==> config.mk <==
export PLATFORM = sky130hd
export DESIGN_NAME = eth_fcs_tx
export DESIGN_NICKNAME = d
export VERILOG_FILES = /design/src/rtl/eth_fcs_pkg.sv /design/src/rtl/eth_fcs_crc.sv /design/src/rtl/eth_fcs_decide.sv /design/src/rtl/eth_fcs_tx.sv
export SDC_FILE = /design/constraint.sdc
export NUM_CORES = 1
export LEC_CHECK = 0
export BUFFER_PORTS_ARGS = -buffer_cell sky130_fd_sc_hd__buf_2
export CAP_MARGIN = 20
export CORE_MARGIN = 4
export CORE_UTILIZATION = 54
export CTS_CLUSTER_SIZE = 20
export DETAILED_ROUTE_END_ITERATION = 7
export HOLD_SLACK_MARGIN = 0.05
export MAX_ROUTING_LAYER = met4
export PLACE_DENSITY = 0.76
export SYNTH_ARGS = -nofsm -noshare
export SYNTH_HDL_FRONTEND = slang
export SYNTH_SLANG_ARGS = --single-unit
==> constraint.sdc <==
create_clock -name clk -period 2.5 [get_ports clk]
set_clock_uncertainty 0.2 [all_clocks]
set_input_delay 0.25 -clock clk [delete_from_list [all_inputs] [get_ports clk]]
set_output_delay 0.25 -clock clk [all_outputs]
set_load 0.005 [all_outputs]
==> src/rtl/eth_fcs_pkg.sv <==
package eth_fcs_pkg;
  localparam int BYTE_W    = 8;
  localparam int CRC_W     = 32;
  localparam int FCS_BYTES = CRC_W / BYTE_W;
  localparam logic [CRC_W-1:0] CRC_POLY_REFL = 32'hEDB88320;
  localparam logic [CRC_W-1:0] CRC_PRESET    = 32'hFFFFFFFF;

  typedef enum logic [0:0] {ST_PASS, ST_APPEND} fcs_state_e;

  // one byte through the reflected CRC-32, LSB of the byte first
  function automatic logic [CRC_W-1:0] crc_byte(input logic [CRC_W-1:0] c,
                                                input logic [BYTE_W-1:0] d);
    logic [CRC_W-1:0] r;
    r = c;
    for (int i = 0; i < BYTE_W; i++) begin
      if (r[0] ^ d[i]) r = (r >> 1) ^ CRC_POLY_REFL;
      else             r = r >> 1;
    end
    return r;
  endfunction

  // descriptor style codes under which the per-buffer flag is honoured
  function automatic logic style_honours_flag(input logic [7:0] s);
    return (s == 8'd0) || (s == 8'd2) || (s == 8'd3);
  endfunction
endpackage

==> src/rtl/eth_fcs_crc.sv <==
module eth_fcs_crc
  import eth_fcs_pkg::*;
(
  input  logic              clk,
  input  logic              rst_n,
  input  logic              take,
  input  logic              first,
  input  logic [BYTE_W-1:0] data,
  output logic [CRC_W-1:0]  crc_next
);
  logic [CRC_W-1:0] crc_q;
  logic [CRC_W-1:0] crc_base;

  assign crc_base = first ? CRC_PRESET : crc_q;
  assign crc_next = crc_byte(crc_base, data);

  always_ff @(posedge clk or negedge rst_n) begin
    if (!rst_n)    crc_q <= CRC_PRESET;
    else if (take) crc_q <= crc_next;
  end
endmodule

==> src/rtl/eth_fcs_decide.sv <==
module eth_fcs_decide
  import eth_fcs_pkg::*;
#(
  parameter int STYLE_W = 8
) (
  input  logic               clk,
  input  logic               rst_n,
  input  logic               take,
  input  logic               sof,
  input  logic               buf_first,
  input  logic               add_fcs,
  input  logic               fcs_off,
  input  logic               autopad,
  input  logic [STYLE_W-1:0] style,
  output logic               append_now,
  output logic               bad_now
);
  logic append_q, sop_flag_q, style_ok_q, bad_q;
  logic style_ok_in, append_in, diff_here;

  assign style_ok_in = style_honours_flag(8'(style));
  assign append_in   = autopad | ~fcs_off | (style_ok_in & add_fcs);
  assign append_now  = sof ? append_in : append_q;
  assign diff_here   = ~sof & buf_first & style_ok_q & (add_fcs != sop_flag_q);
  assign bad_now     = sof ? 1'b0 : (bad_q | diff_here);

  always_ff @(posedge clk or negedge rst_n) begin
    if (!rst_n) begin
      append_q   <= 1'b0;
      sop_flag_q <= 1'b0;
      style_ok_q <= 1'b0;
      bad_q      <= 1'b0;
    end else if (take) begin
      if (sof) begin
        append_q   <= append_in;
        sop_flag_q <= add_fcs;
        style_ok_q <= style_ok_in;
        bad_q      <= 1'b0;
      end else begin
        bad_q <= bad_now;
      end
    end
  end
endmodule

==> src/rtl/eth_fcs_tx.sv <==
module eth_fcs_tx
  import eth_fcs_pkg::*;
#(
  parameter int STYLE_W = 8
) (
  input  logic               clk,
  input  logic               rst_n,
  input  logic               cfg_fcs_off,
  input  logic               cfg_autopad,
  input  logic [STYLE_W-1:0] cfg_desc_style,
  input  logic               in_valid,
  output logic               in_ready,
  input  logic [7:0]         in_data,
  input  logic               in_sof,
  input  logic               in_eof,
  input  logic               in_buf_first,
  input  logic               in_add_fcs,
  output logic               out_valid,
  output logic [7:0]         out_data,
  output logic               out_sof,
  output logic               out_eof,
  output logic               out_fcs,
  output logic               out_flag_bad
);
  localparam int CNT_W = $clog2(FCS_BYTES);

  fcs_state_e        st_q;
  logic [CNT_W-1:0]  cnt_q;
  logic [CRC_W-1:0]  fcs_q;
  logic              bad_hold_q;
  logic              take, append_now, bad_now, start_append;
  logic [CRC_W-1:0]  crc_next;

  assign in_ready     = (st_q == ST_PASS);
  assign take         = in_valid & in_ready;
  assign start_append = take & in_eof & append_now;

  eth_fcs_crc u_crc (
    .clk(clk), .rst_n(rst_n), .take(take), .first(in_sof),
    .data(in_data), .crc_next(crc_next)
  );

  eth_fcs_decide #(.STYLE_W(STYLE_W)) u_dec (
    .clk(clk), .rst_n(rst_n), .take(take), .sof(in_sof),
    .buf_first(in_buf_first), .add_fcs(in_add_fcs),
    .fcs_off(cfg_fcs_off), .autopad(cfg_autopad), .style(cfg_desc_style),
    .append_now(append_now), .bad_now(bad_now)
  );

  always_ff @(posedge clk or negedge rst_n) begin
    if (!rst_n) begin
      st_q       <= ST_PASS;
      cnt_q      <= '0;
      fcs_q      <= '0;
      bad_hold_q <= 1'b0;
    end else if (st_q == ST_PASS) begin
      if (start_append) begin
        st_q       <= ST_APPEND;
        cnt_q      <= '0;
        fcs_q      <= ~crc_next;
        bad_hold_q <= bad_now;
      end
    end else begin
      cnt_q <= cnt_q + 1'b1;
      if (cnt_q == CNT_W'(FCS_BYTES - 1)) st_q <= ST_PASS;
    end
  end

  always_ff @(posedge clk or negedge rst_n) begin
    if (!rst_n) begin
      out_valid    <= 1'b0;
      out_data     <= '0;
      out_sof      <= 1'b0;
      out_eof      <= 1'b0;
      out_fcs      <= 1'b0;
      out_flag_bad <= 1'b0;
    end else if (st_q == ST_APPEND) begin
      out_valid    <= 1'b1;
      out_data     <= fcs_q[BYTE_W*cnt_q +: BYTE_W];
      out_sof      <= 1'b0;
      out_eof      <= (cnt_q == CNT_W'(FCS_BYTES - 1));
      out_fcs      <= 1'b1;
      out_flag_bad <= (cnt_q == CNT_W'(FCS_BYTES - 1)) & bad_hold_q;
    end else begin
      out_valid    <= take;
      out_data     <= in_data;
      out_sof      <= take & in_sof;
      out_eof      <= take & in_eof & ~append_now;
      out_fcs      <= 1'b0;
      out_flag_bad <= take & in_eof & ~append_now & bad_now;
    end
  end
endmodule

; After elaboration in Yosys (flattened, before gate mapping)
; Cells that the tools add are included.
[totals]
latchBits = 0
elab_cells = 85
regBits = 85
ram_bits = 0
mem_bits_ro = 0
output_inout_bits = 14
inputBits = 25
mem_count = 0
[op_classes]
shift = 1
n_lt_le_gt_ge = 0
eq_ne = 4
reduce_logical = 6
n_bitwise = 35
n_mul = 0
n_div = 0
muxes = 23
add_sub_neg = 1
[ops]
columns = op, count
row1 = $mux 32, 9
row2 = $not 13->14, 8
row3 = $not 32->32, 1
row4 = $shiftx 32x6->8, 1
row5 = $eq 8x2->1 const B, 2
row6 = $and 1x1->1, 11
row7 = $mux 1, 11
row8 = $logic_not 8->1, 1
row9 = $mux 8, 1
row10 = $xor 1x1->1, 8
row11 = $mux 2, 2
row12 = $not 1->1, 4
row13 = $reduce_and 2->1, 2
row14 = $or 1x1->1, 3
row15 = $add 2x1->2 const B, 1
row16 = $eq 2x2->1 const B, 1
row17 = $logic_or 1x1->1, 2
row18 = $reduce_bool 2->1, 1
row19 = $ne 1x1->1, 1

; Longest topological paths before layout
; Gate-level depths: netlist (run 1).
[logic_depth]
ltp_word = 18
depth_mapped = 8
depth_no_buf = 6

; Hierarchy
; From an unflattened synthesis (run 1), not the netlist that was laid out.
[hier_totals]
hier_cells = 396
area_unflattened_um2 = 4784.6
[modules_own_cells]
columns = mod, instances, cells_per_inst, seq_area_each_um2, area_per_inst_um2
row1 = eth_fcs_crc, 1, 198, 840.8, 2356.0
row2 = eth_fcs_tx, 1, 173, 1226.2, 2183.3
row3 = eth_fcs_decide, 1, 25, 100.1, 245.2

; Least setup slack after synthesis (run 1)
; Ideal clock, no wire load.
[synth_path]
path_kind = reg2reg
from = register u_crc.crc_q[0]
to = register fcs_q[20]
stages_incl_launch_ff = 8
path_buffers = 1
setup_slack_ns = 0.145
synth_period_minus_slack_ns = 2.355
setup_ns = 0.125
arrival_ns = 2.031
required_ns = 2.175
cell_sequence = dfstp_2 > buf_4 > xnor2_1 > nor2_1 > xor2_1 > xnor2_1 > xnor3_1 > mux2_2
[synth_between]
elab_chain_cells = 16
elab_cells_between_ends = 17
classes_between = 9 x mux / 8 x bitwise
[synth_rtl]
columns = element, line
row1 = "start, declared", eth_fcs_crc.sv:11  ; logic [CRC_W-1:0] crc_q;
row2 = "start signal, assigned", eth_fcs_crc.sv:19  ; else if (take) crc_q <= crc_next;
row3 = $mux 32 (*), eth_fcs_crc.sv:14  ; assign crc_base = first ? CRC_PRESET : crc_q;
row4 = $xor 1x1->1 (*), eth_fcs_pkg.sv:16  ; if (r[0] ^ d[i]) r = (r >> 1) ^ CRC_POLY_REFL;
row5 = $mux 32 (*), eth_fcs_pkg.sv:16
row6 = $not 13->14 (no line), -
row7 = $mux 32 (*) (2 in series), eth_fcs_pkg.sv:16
row8 = $not 13->14 (no line), -
row9 = $mux 32 (*), eth_fcs_pkg.sv:16
row10 = $not 13->14 (no line), -
row11 = $mux 32 (*) (2 in series), eth_fcs_pkg.sv:16
row12 = $not 13->14 (no line), -
row13 = $mux 32 (*), eth_fcs_pkg.sv:16
row14 = $not 13->14 (no line), -
row15 = $mux 32 (*), eth_fcs_pkg.sv:16
row16 = $not 32->32 (*), eth_fcs_tx.sv:60  ; fcs_q <= ~crc_next;
row17 = "end signal, assigned", eth_fcs_tx.sv:60
row18 = "end, declared", eth_fcs_tx.sv:29  ; logic [CRC_W-1:0] fcs_q;
; Mark *: on every way between the ends. The rest lies on a longest branch, timed or not.
; A chain may end at the register's enable or synchronous reset.

; Final worst setup path (run 1)
[layout_path]
from = input in_data[6]
to = register fcs_q[20]
[layout_between]
elab_chain_cells = 5
[layout_rtl]
columns = element, line
row1 = "start, declared", eth_fcs_tx.sv:13  ; input logic [7:0] in_data,
row2 = $xor 1x1->1 (*), eth_fcs_pkg.sv:16
row3 = $mux 32 (*), eth_fcs_pkg.sv:16
row4 = $not 13->14 (no line), -
row5 = $mux 32 (*), eth_fcs_pkg.sv:16
row6 = $not 32->32 (*), eth_fcs_tx.sv:60
; Marks and branches as above.

==> flow_summary.ini, run 1 <==
[timing]
finalHoldViolCount = 0
fmax_mhz = 414.9
worstMarginPinSlew_ps = 749.3
maxSlewHeadroom_pct = 49.69
timing.final.crit_share_pct = 96.42
drv_slew = 0
grt_setup_unrepaired = false
post-route-min-period_ps = 2410
fin_tns_setup_ps = 0
setup_violations = 0

[cells_and_area]
finish.net_count = 500
area_growth_pct = 14.24
antenna_cells = 0
stdcell_count = 580
drive_gt1_share_pct = 29.71

[floorplanning]
io_pins = 39
die_x_um = 99.09
rows = 32
dieArea_um2 = 9819
die_h_um = 99.09
design.core.area_um2 = 7888
initial_utilization_pct = 56.81

[synthesis]
syn-instance-count = 425
synth_ff_type = dfrtp_1
ys_types = 36
yosys.area.top_type_share_pct = 29.60
netlist_area_um2 = 4481
yosys_warnings = 0
async_reset_ff_share_pct = 100.0
synth_edf_count = 0
yosys-top-cells-area = dfrtp_1 (30%), dfstp_2 (19%), xnor2_1 (13%)
postSynthAreaPerCell_um2 = 10.54
ys_seq_area_share_pct = 48.37
synth_top_area_cell = dfrtp_1
ys_ff_latch = 85
syn_nets = 451

[pwr]
p_leak_nw = 2.227
fin_total_pwr_mw = 7.315
peakVddDrop_mv = 0.6905
p_per_area_nw_per_um2 = 1429

[routing]
final_antenna_net_count = 0
drc = 0
drtPass1Iterations = 4
drt_iter0_drc = 168
wirelength_um = 9793
avgViaCountPerCell = 5.416
wl_per_cell_um = 16.88
vias = 3141

[clock_network]
clock_path_buffers = 2
cts_buffers = 9
cts.sink_count = 85
path_clk_slew_ps = 90
htree_levels = 3
post_cts_buffers = 0
worstSkewPairLatency_ps = 360
root_buffer = clkbuf_8
cts_tree = yes

[global_route]
grtUsageTotal_pct = 22.16
overflow = 0
grt_max_degree = 59
grt_pass1_wl_um = 16490
antenna_found_initial = 0
first_global_vias = 3204

[setup_path]
path_buf_inv = 2
critical_path.startpoint = in_data[6]
rr_worst_depth = 6
worstPathArrival_ps = 2460
worst-path-stages = 7
reg2reg_from = u_crc.crc_q[5]
path_delay_family = XOR/XNOR gates
endpoint = fcs_q[20]
r2r_slack_ps = 110
worstPathMaxFanout = 4
cp_common_cell = xnor2_1
critical_path_required_ps = 2550
r2r-end = fcs_q[19]
worst_setup_path_end_kind = register
path_cells = dlygate4sd3_1, buf_2, xnor2_1, xor2_1, xnor2_1, xnor3_1, mux2_2
critPathLaunchType = primary input
cpMaxStageDelayCell = dlygate4sd3_1
timing.setup.critical_path_class = primary input to register
max_stage_delay_ps = 520

[place]
port_buffers = 38
place_congestion = 0.8629
dp.cells = 556
dp_hpwl_um = 6924

[job]
cap_violations = 0

[worst_hold_path]
hp-class = primary input to register
hold_depth = 2

[status]
outcome = complete, no violations
==> report_power, final <==
part,leakage (nW),switching [mW],total [mW],internal [mW]
Clock,0.0783,0.514,0.877,0.363
Sequential,0.987,0.437,2.64,2.21
Combinational,1.16,1.88,3.79,1.91
Total,2.23,2.83,7.31,4.48
==> what timing repair did <==
| item | CTS | global route |
|---|---|---|
| hold endpoints to repair | 46 | 0 |
| resized for setup | 0 | 1 |
| endpoints found under the setup margin | 0 | 2 |
| hold buffers | 9 | 0 |
==> cells in the mapped netlist (all sizes together), types with 2 or more instances <==
cell type	instances
inv	2
buf	11
nand3	4
xor2	23
o21ai	35
dfrtp	53
nand2	92
nor2	42
mux2	23
a41oi	2
xnor3	4
mux4	8
clkbuf	14
xnor2	67
dfstp	32
==> stage by stage <==
step	utilization, %	area (um^2)	hold slack (ps)	setup slack [ps]
3_3_place_gp	61.47	4848	60.90	165.9
6_report	64.90	5119	60.81	89.51
2_1_floorplan	-	4481	-245.6	144.8
5_1_grt	64.90	5119	52.62	6.007
4_1_cts	64.80	5111	50.34	85.95
3_5_place_dp	61.47	4848	63.00	119.5
==> cell families (layout without fill, tap and decap cells) <==
group	after synthesis	after routing	share of synthesized area, %
AOI/OAI and AO/OA	43	43	5.278
xor gates and xnor gates	94	94	20.97
adders and majority gates	1	1	0.2792
buffers and inverters	27	80	2.736
DFF	85	85	48.37
muxes	31	31	9.802
and+or+nand+nor	144	144	12.57
==> metal layers <==
metal	routed length (um)	GRT usage [%]
met2	4790	34.50
met5	0	-
met3	393	3.156
met1	4286	29.11
met4	322	9.769
==> placed cells by master (no fill, tap or decap), types with 3 or more instances in the layout <==
master          n
dlygate4sd3_1   9
dfrtp_1        53
clkinvlp_4      3
nand2_1        92
buf_2          37
xor2_1         20
buf_12          3
mux4_2          8
nand3_1         4
xnor2_1        64
mux2_2         23
clkbuf_8        9
o21ai_0        35
nor2_1         41
xor2_2          3
xnor3_1         3
buf_4          14
dfstp_2        32
==> worst min path at each step <==
stage | slack, ps | to | startpoint
2_1_floorplan | -250 | bad_hold_q | rst_n
5_1_grt | 50 | out_data[5] | in_data[5]
4_1_cts | 50 | out_data[5] | in_data[5]
6_report | 60 | out_data[5] | in_data[5]
3_3_place_gp | 60 | out_data[1] | rst_n
3_5_place_dp | 60 | fcs_q[17] | rst_n
==> registers in the layout (all words and copies together), names as in the netlist, 2 cells and up <==
signal       cells
cnt_q            2
u_crc.crc_q     32
fcs_q           32
out_data         8
==> layout make-up <==
type / count / area (um^2)
fill: 620 / 2769
clock inverter: 6 / 48.80
clock buffer: 9 / 123.9
multi-input combinational: 313 / 2203
tap: 102 / 127.6
inverter: 2 / 7.507
timing repair buffer: 63 / 440.4
sequential: 85 / 2167
Note: power is estimated with default switching activity, not from simulation.
==> inputs of run 2 (changes only) <==
==> constraint.sdc (replaced) <==
create_clock -name clk -period 2.5 [get_ports clk]
set_clock_uncertainty 0.2 [all_clocks]
set_input_delay 0.125 -clock clk [delete_from_list [all_inputs] [get_ports clk]]
set_output_delay 0.125 -clock clk [all_outputs]
set_load 0.005 [all_outputs]
==> flow_summary.ini, run 2 (same netlist as run 1, synthesis figures left out) <==
[status]
outcome = complete, no violations

[timing]
worst_hold_slack_ps = 74.53
drv_slew = 0
grt_setup_unrepaired = false
worstMarginPinSlew_ps = 641.7
fin_ws_ps = 135.8
fin_tns_setup_ps = 0
maxSlewHeadroom_pct = 56.92
finalHoldViolCount = 0
timing.final.crit_share_pct = 94.57
post-route-min-period_ps = 2364
fmax_mhz = 423.0
setup_violations = 0

[cells_and_area]
finish.net_count = 511
antenna_cells = 0
fillers = 609
reg_top3 = fcs_q: 32 flops, u_crc.crc_q: 32 flops, out_data: 8 flops
drive_gt1_share_pct = 30.00
mostFrequentLayoutCells = nand2_1 (92), xnor2_1 (63), dfrtp_1 (53), nor2_1 (40), buf_2 (37)
mostFrequentLayoutCell = nand2_1
finalInstanceArea_um2 = 5270
area_growth_pct = 17.62

[floorplanning]
die_h_um = 99.09
dieArea_um2 = 9819
rows = 32
design.core.area_um2 = 7888
io_pins = 39
die_x_um = 99.09
initial_utilization_pct = 56.81

[pwr]
fin_total_pwr_mw = 7.536
p_per_area_nw_per_um2 = 1430
peakVddDrop_mv = 0.6990
p_leak_nw = 2.298

[clock_network]
worstSkewPairLatency_ps = 360
clock_path_buffers = 2
htree_levels = 3
root_buffer = clkbuf_8
path_clk_slew_ps = 90
cts.sink_count = 85
cts_buffers = 9
cts_tree = yes
post_cts_buffers = 0

[routing]
vias = 3115
final_antenna_net_count = 0
drt_iter0_drc = 145
wirelength_um = 9935
drtPass1Iterations = 4
drc = 0
avgViaCountPerCell = 5.262
wl_per_cell_um = 16.78

[global_route]
grt_max_degree = 59
overflow = 0
antenna_found_initial = 0
grtUsageTotal_pct = 22.83
grt_pass1_wl_um = 16770
first_global_vias = 3285

[setup_path]
worst_setup_path_end_kind = register
critical_path_required_ps = 2550
timing.setup.critical_path_class = register to register
rr_worst_depth = 6
worstPathMaxFanout = 4
worstPathArrival_ps = 2410
critPathLaunchType = register

[place]
postPlaceCellArea_um2 = 4851
dp_hpwl_um = 6938
pre_cts_ws_ps = 109.0
place_congestion = 0.8814
port_buffers = 38

[worst_hold_path]
hp-class = primary input to async pin

[job]
cap_violations = 0
run 2: where the power goes:
group	leakage (nW)	total, mW	internal (mW)	switching, mW
Sequential	0.987	2.63	2.21	0.421
Clock	0.106	1.09	0.566	0.526
Combinational	1.20	3.82	1.91	1.91
Total	2.30	7.54	4.68	2.86
run 2: final cells by class:
cell class | count | area (um^2) | share of cell area (%)
Sequential cell | 85 | 2167 | 41.12
Inverter | 2 | 7.507 | 0.1425
Clock inverter | 7 | 97.59 | 1.852
Timing Repair Buffer | 74 | 533.0 | 10.11
Tap cell | 102 | 127.6 | 2.422
Clock buffer | 9 | 123.9 | 2.350
Multi-Input combinational cell | 313 | 2213 | 42.00
run 2: stage by stage:
stage / util, % / instances
finish: 66.81 / 592
global route: 66.81 / 592
CTS: 66.59 / 592
detailed placement: 61.50 / 558
global placement: 61.50 / 558
floorplan: - / 425
run 2: per-layer routing:
metal / up-vias / routed length [um] / global-route usage, %
li1: 1487 / - / -
met1: 1544 / 4163 / 28.95
met2: 75 / 5156 / 37.35
met3: 9 / 507 / 4.698
met4: 0 / 107 / 6.618
met5: - / 0 / -
run 2: worst paths after layout:
path / from / endpoint / slack, ps
max: u_crc.crc_q[6] / fcs_q[23] / 140
min: rst_n / out_data[1] / 70
min reg2reg: fcs_q[28] / fcs_q[28] / 280
min in group clk: cfg_desc_style[6] / u_dec.append_q / 80
max reg2reg: u_crc.crc_q[6] / fcs_q[23] / 140
max in group asynchronous: rst_n / u_crc.crc_q[13] / 1330
run 2: critical path, cell delays in order, from the launching register on:
cell	delay, ps
dfstp_2	590
xnor2_1	70
nor2_1	190
xor2_1	270
xnor2_1	250
xnor3_1	400
mux2_2	270
run 2: what timing repair did:
item / in CTS / in global routing
hold endpoints to repair: 89 / 0
setup endpoints to repair: 0 / 10
hold buffers: 18 / 0
gates resized for setup: 0 / 3
==> inputs of run 3 (changes only) <==
--- a/config.mk
+++ b/config.mk
@@ -5,6 +5,8 @@
 export SDC_FILE = /design/constraint.sdc
 export NUM_CORES = 1
 export LEC_CHECK = 0
+export ABC_AREA = 1
+export ABC_CLOCK_PERIOD_IN_PS = 2500
 export BUFFER_PORTS_ARGS = -buffer_cell sky130_fd_sc_hd__buf_2
 export CAP_MARGIN = 20
 export CORE_MARGIN = 4
==> flow_summary.ini, run 3 <==
[routing]
vias = 4343
drtPass1Iterations = 5
wirelength_um = 13220
wl_per_cell_um = 16.65
avgViaCountPerCell = 5.470
drt_iter0_drc = 345
drc = 0
final_antenna_net_count = 0

[place]
place_congestion = 0.9993
dp_hpwl_um = 9389
port_buffers = 38

[floorplanning]
die_x_um = 103.0
die_h_um = 103.0
io_pins = 39
design.core.area_um2 = 8763
dieArea_um2 = 10610
rows = 34
initial_utilization_pct = 55.60

[clock_network]
cts_tree = yes
path_clk_slew_ps = 100
cts-resized-gates = 0
worstSkewPairLatency_ps = 360
clock_path_buffers = 2
cts_hold_buf = 17
root_buffer = clkbuf_8
htree_levels = 3
cts_buffers = 9
post_cts_buffers = 0
cts.sink_count = 85

[setup_path]
critPathLaunchType = primary input
r2r-end = fcs_q[20]
critical_path.startpoint = cfg_desc_style[6]
worstPathMaxFanout = 22
r2r_slack_ps = 320
reg2reg_from = u_crc.crc_q[0]
worst_setup_path_end_kind = register
critical_path_required_ps = 2580
worstPathArrival_ps = 2340
timing.setup.critical_path_class = primary input to register
rr_worst_depth = 13
endpoint = fcs_q[30]

[global_route]
grt_max_degree = 48
grt_pass1_wl_um = 21550
antenna_found_initial = 0
grtUsageTotal_pct = 27.46
first_global_vias = 4198
overflow = 0

[worst_hold_path]
hp-class = primary input to async pin

[synthesis]
async_reset_ff_share_pct = 100.0
ys_types = 35
synth_ff_type = dfrtp_1
synth_edf_count = 0
synth_top_area_cell = dfrtp_1
synth.most_common_cell = nand2_1
ys_ff_latch = 85
ys_top_cells_by_count = nand2_1 (220), o21ai_0 (56), dfrtp_1 (53), nor2_1 (53), inv_1 (48)
syn-instance-count = 627
postSynthAreaPerCell_um2 = 7.771
yosys.area.top_type_share_pct = 27.22
ys_seq_area_share_pct = 44.48
yosys-top-cells-area = dfrtp_1 (27%), dfstp_2 (17%), nand2_1 (17%)
netlist_area_um2 = 4872
yosys_warnings = 0
syn_nets = 653

[status]
outcome = complete, no violations

[cells_and_area]
mostFrequentLayoutCells = nand2_1 (220), o21ai_0 (56), dfrtp_1 (53), nor2_1 (52), inv_1 (48)
drive_gt1_share_pct = 19.97
mostFrequentLayoutCell = nand2_1
area_growth_pct = 15.13
antenna_cells = 0
reg_top3 = fcs_q: 32 flops, u_crc.crc_q: 32 flops, out_data: 8 flops
finish.net_count = 707

[pwr]
p_per_area_nw_per_um2 = 1263
fin_total_pwr_mw = 7.083
p_leak_nw = 2.799
peakVddDrop_mv = 0.5603

[timing]
worstMarginPinSlew_ps = 654.2
post-route-min-period_ps = 2256
grt_setup_unrepaired = false
fmax_mhz = 443.3
maxSlewHeadroom_pct = 56.39
finalHoldViolCount = 0
fin_tns_setup_ps = 0
setup_violations = 0
timing.final.crit_share_pct = 90.22
drv_slew = 0

[job]
cap_violations = 0
run 3: cells by family (layout without fill, tap and decap cells):
group,Yosys count,in the layout,share of synthesized area (%)
AO/OA/AOI/OAI,92,92,10.48
XOR/XNOR,49,49,9.887
adder cells (fa/ha/maj),1,1,0.2568
buffers and inverters,77,136,6.471
flip-flops,85,85,44.48
AND/OR/NAND/NOR,323,323,28.43
run 3: through the flow:
stage               utilization (%)  setup slack, ps  area [um^2]  std cells  hold slack (ps)
finish                        64.01            244.4         5609        794            123.1
global route                  64.01            112.1         5609        794            182.7
CTS                           64.01            315.6         5609        794            136.3
detailed placement            59.27            256.6         5194        761           -13.18
global placement              59.27            314.6         5194        761           -16.19
floorplan                         -            678.2         4872        627           -370.6
run 3: layer usage:
layer / vias up / part of all wire (%) / global-route usage [%] / wire, um
met3: 18 / 8.4 / 4.871 / 1111
li1: 2053 / - / - / -
met2: 173 / 46 / 41.34 / 6061
met1: 2099 / 44 / 38.83 / 5828
met4: 0 / 1.6 / 6.474 / 216
met5: - / 0 / - / 0
run 3: report_power, final:
group          switching, mW  internal (mW)
Sequential             0.374           2.18
Combinational           2.17           1.14
Clock                  0.546          0.672
Total                   3.09           3.99
run 3: cell type report:
cell class	count	area [um^2]
Clock buffer	9	123.9
Sequential cell	85	2167
Multi-Input combinational cell	465	2392
Timing Repair Buffer	67	465.4
Tap cell	108	135.1
Fill cell	761	3154
Inverter	53	203.9
Clock inverter	7	121.4
run 3: worst max-delay path, stage by stage:
cell and delay (ps):
dlygate4sd3_1 530, buf_2 120, nor2_1 90, nand2_1 60, nor2_1 160, nand2_1 70
nand3_1 90, o21ai_0 190, nor2_2 160, buf_4 280, buf_4 280, nand2_1 90
o21ai_0 90
run 3: worst min path at each step:
stage / start / endpoint / cells after the start
2_1_floorplan: rst_n / bad_hold_q / 0
3_5_place_dp: rst_n / out_flag_bad / 1
3_3_place_gp: rst_n / out_flag_bad / 1
4_1_cts: rst_n / out_flag_bad / 2
6_report: rst_n / out_eof / 2
5_1_grt: rst_n / out_flag_bad / 2
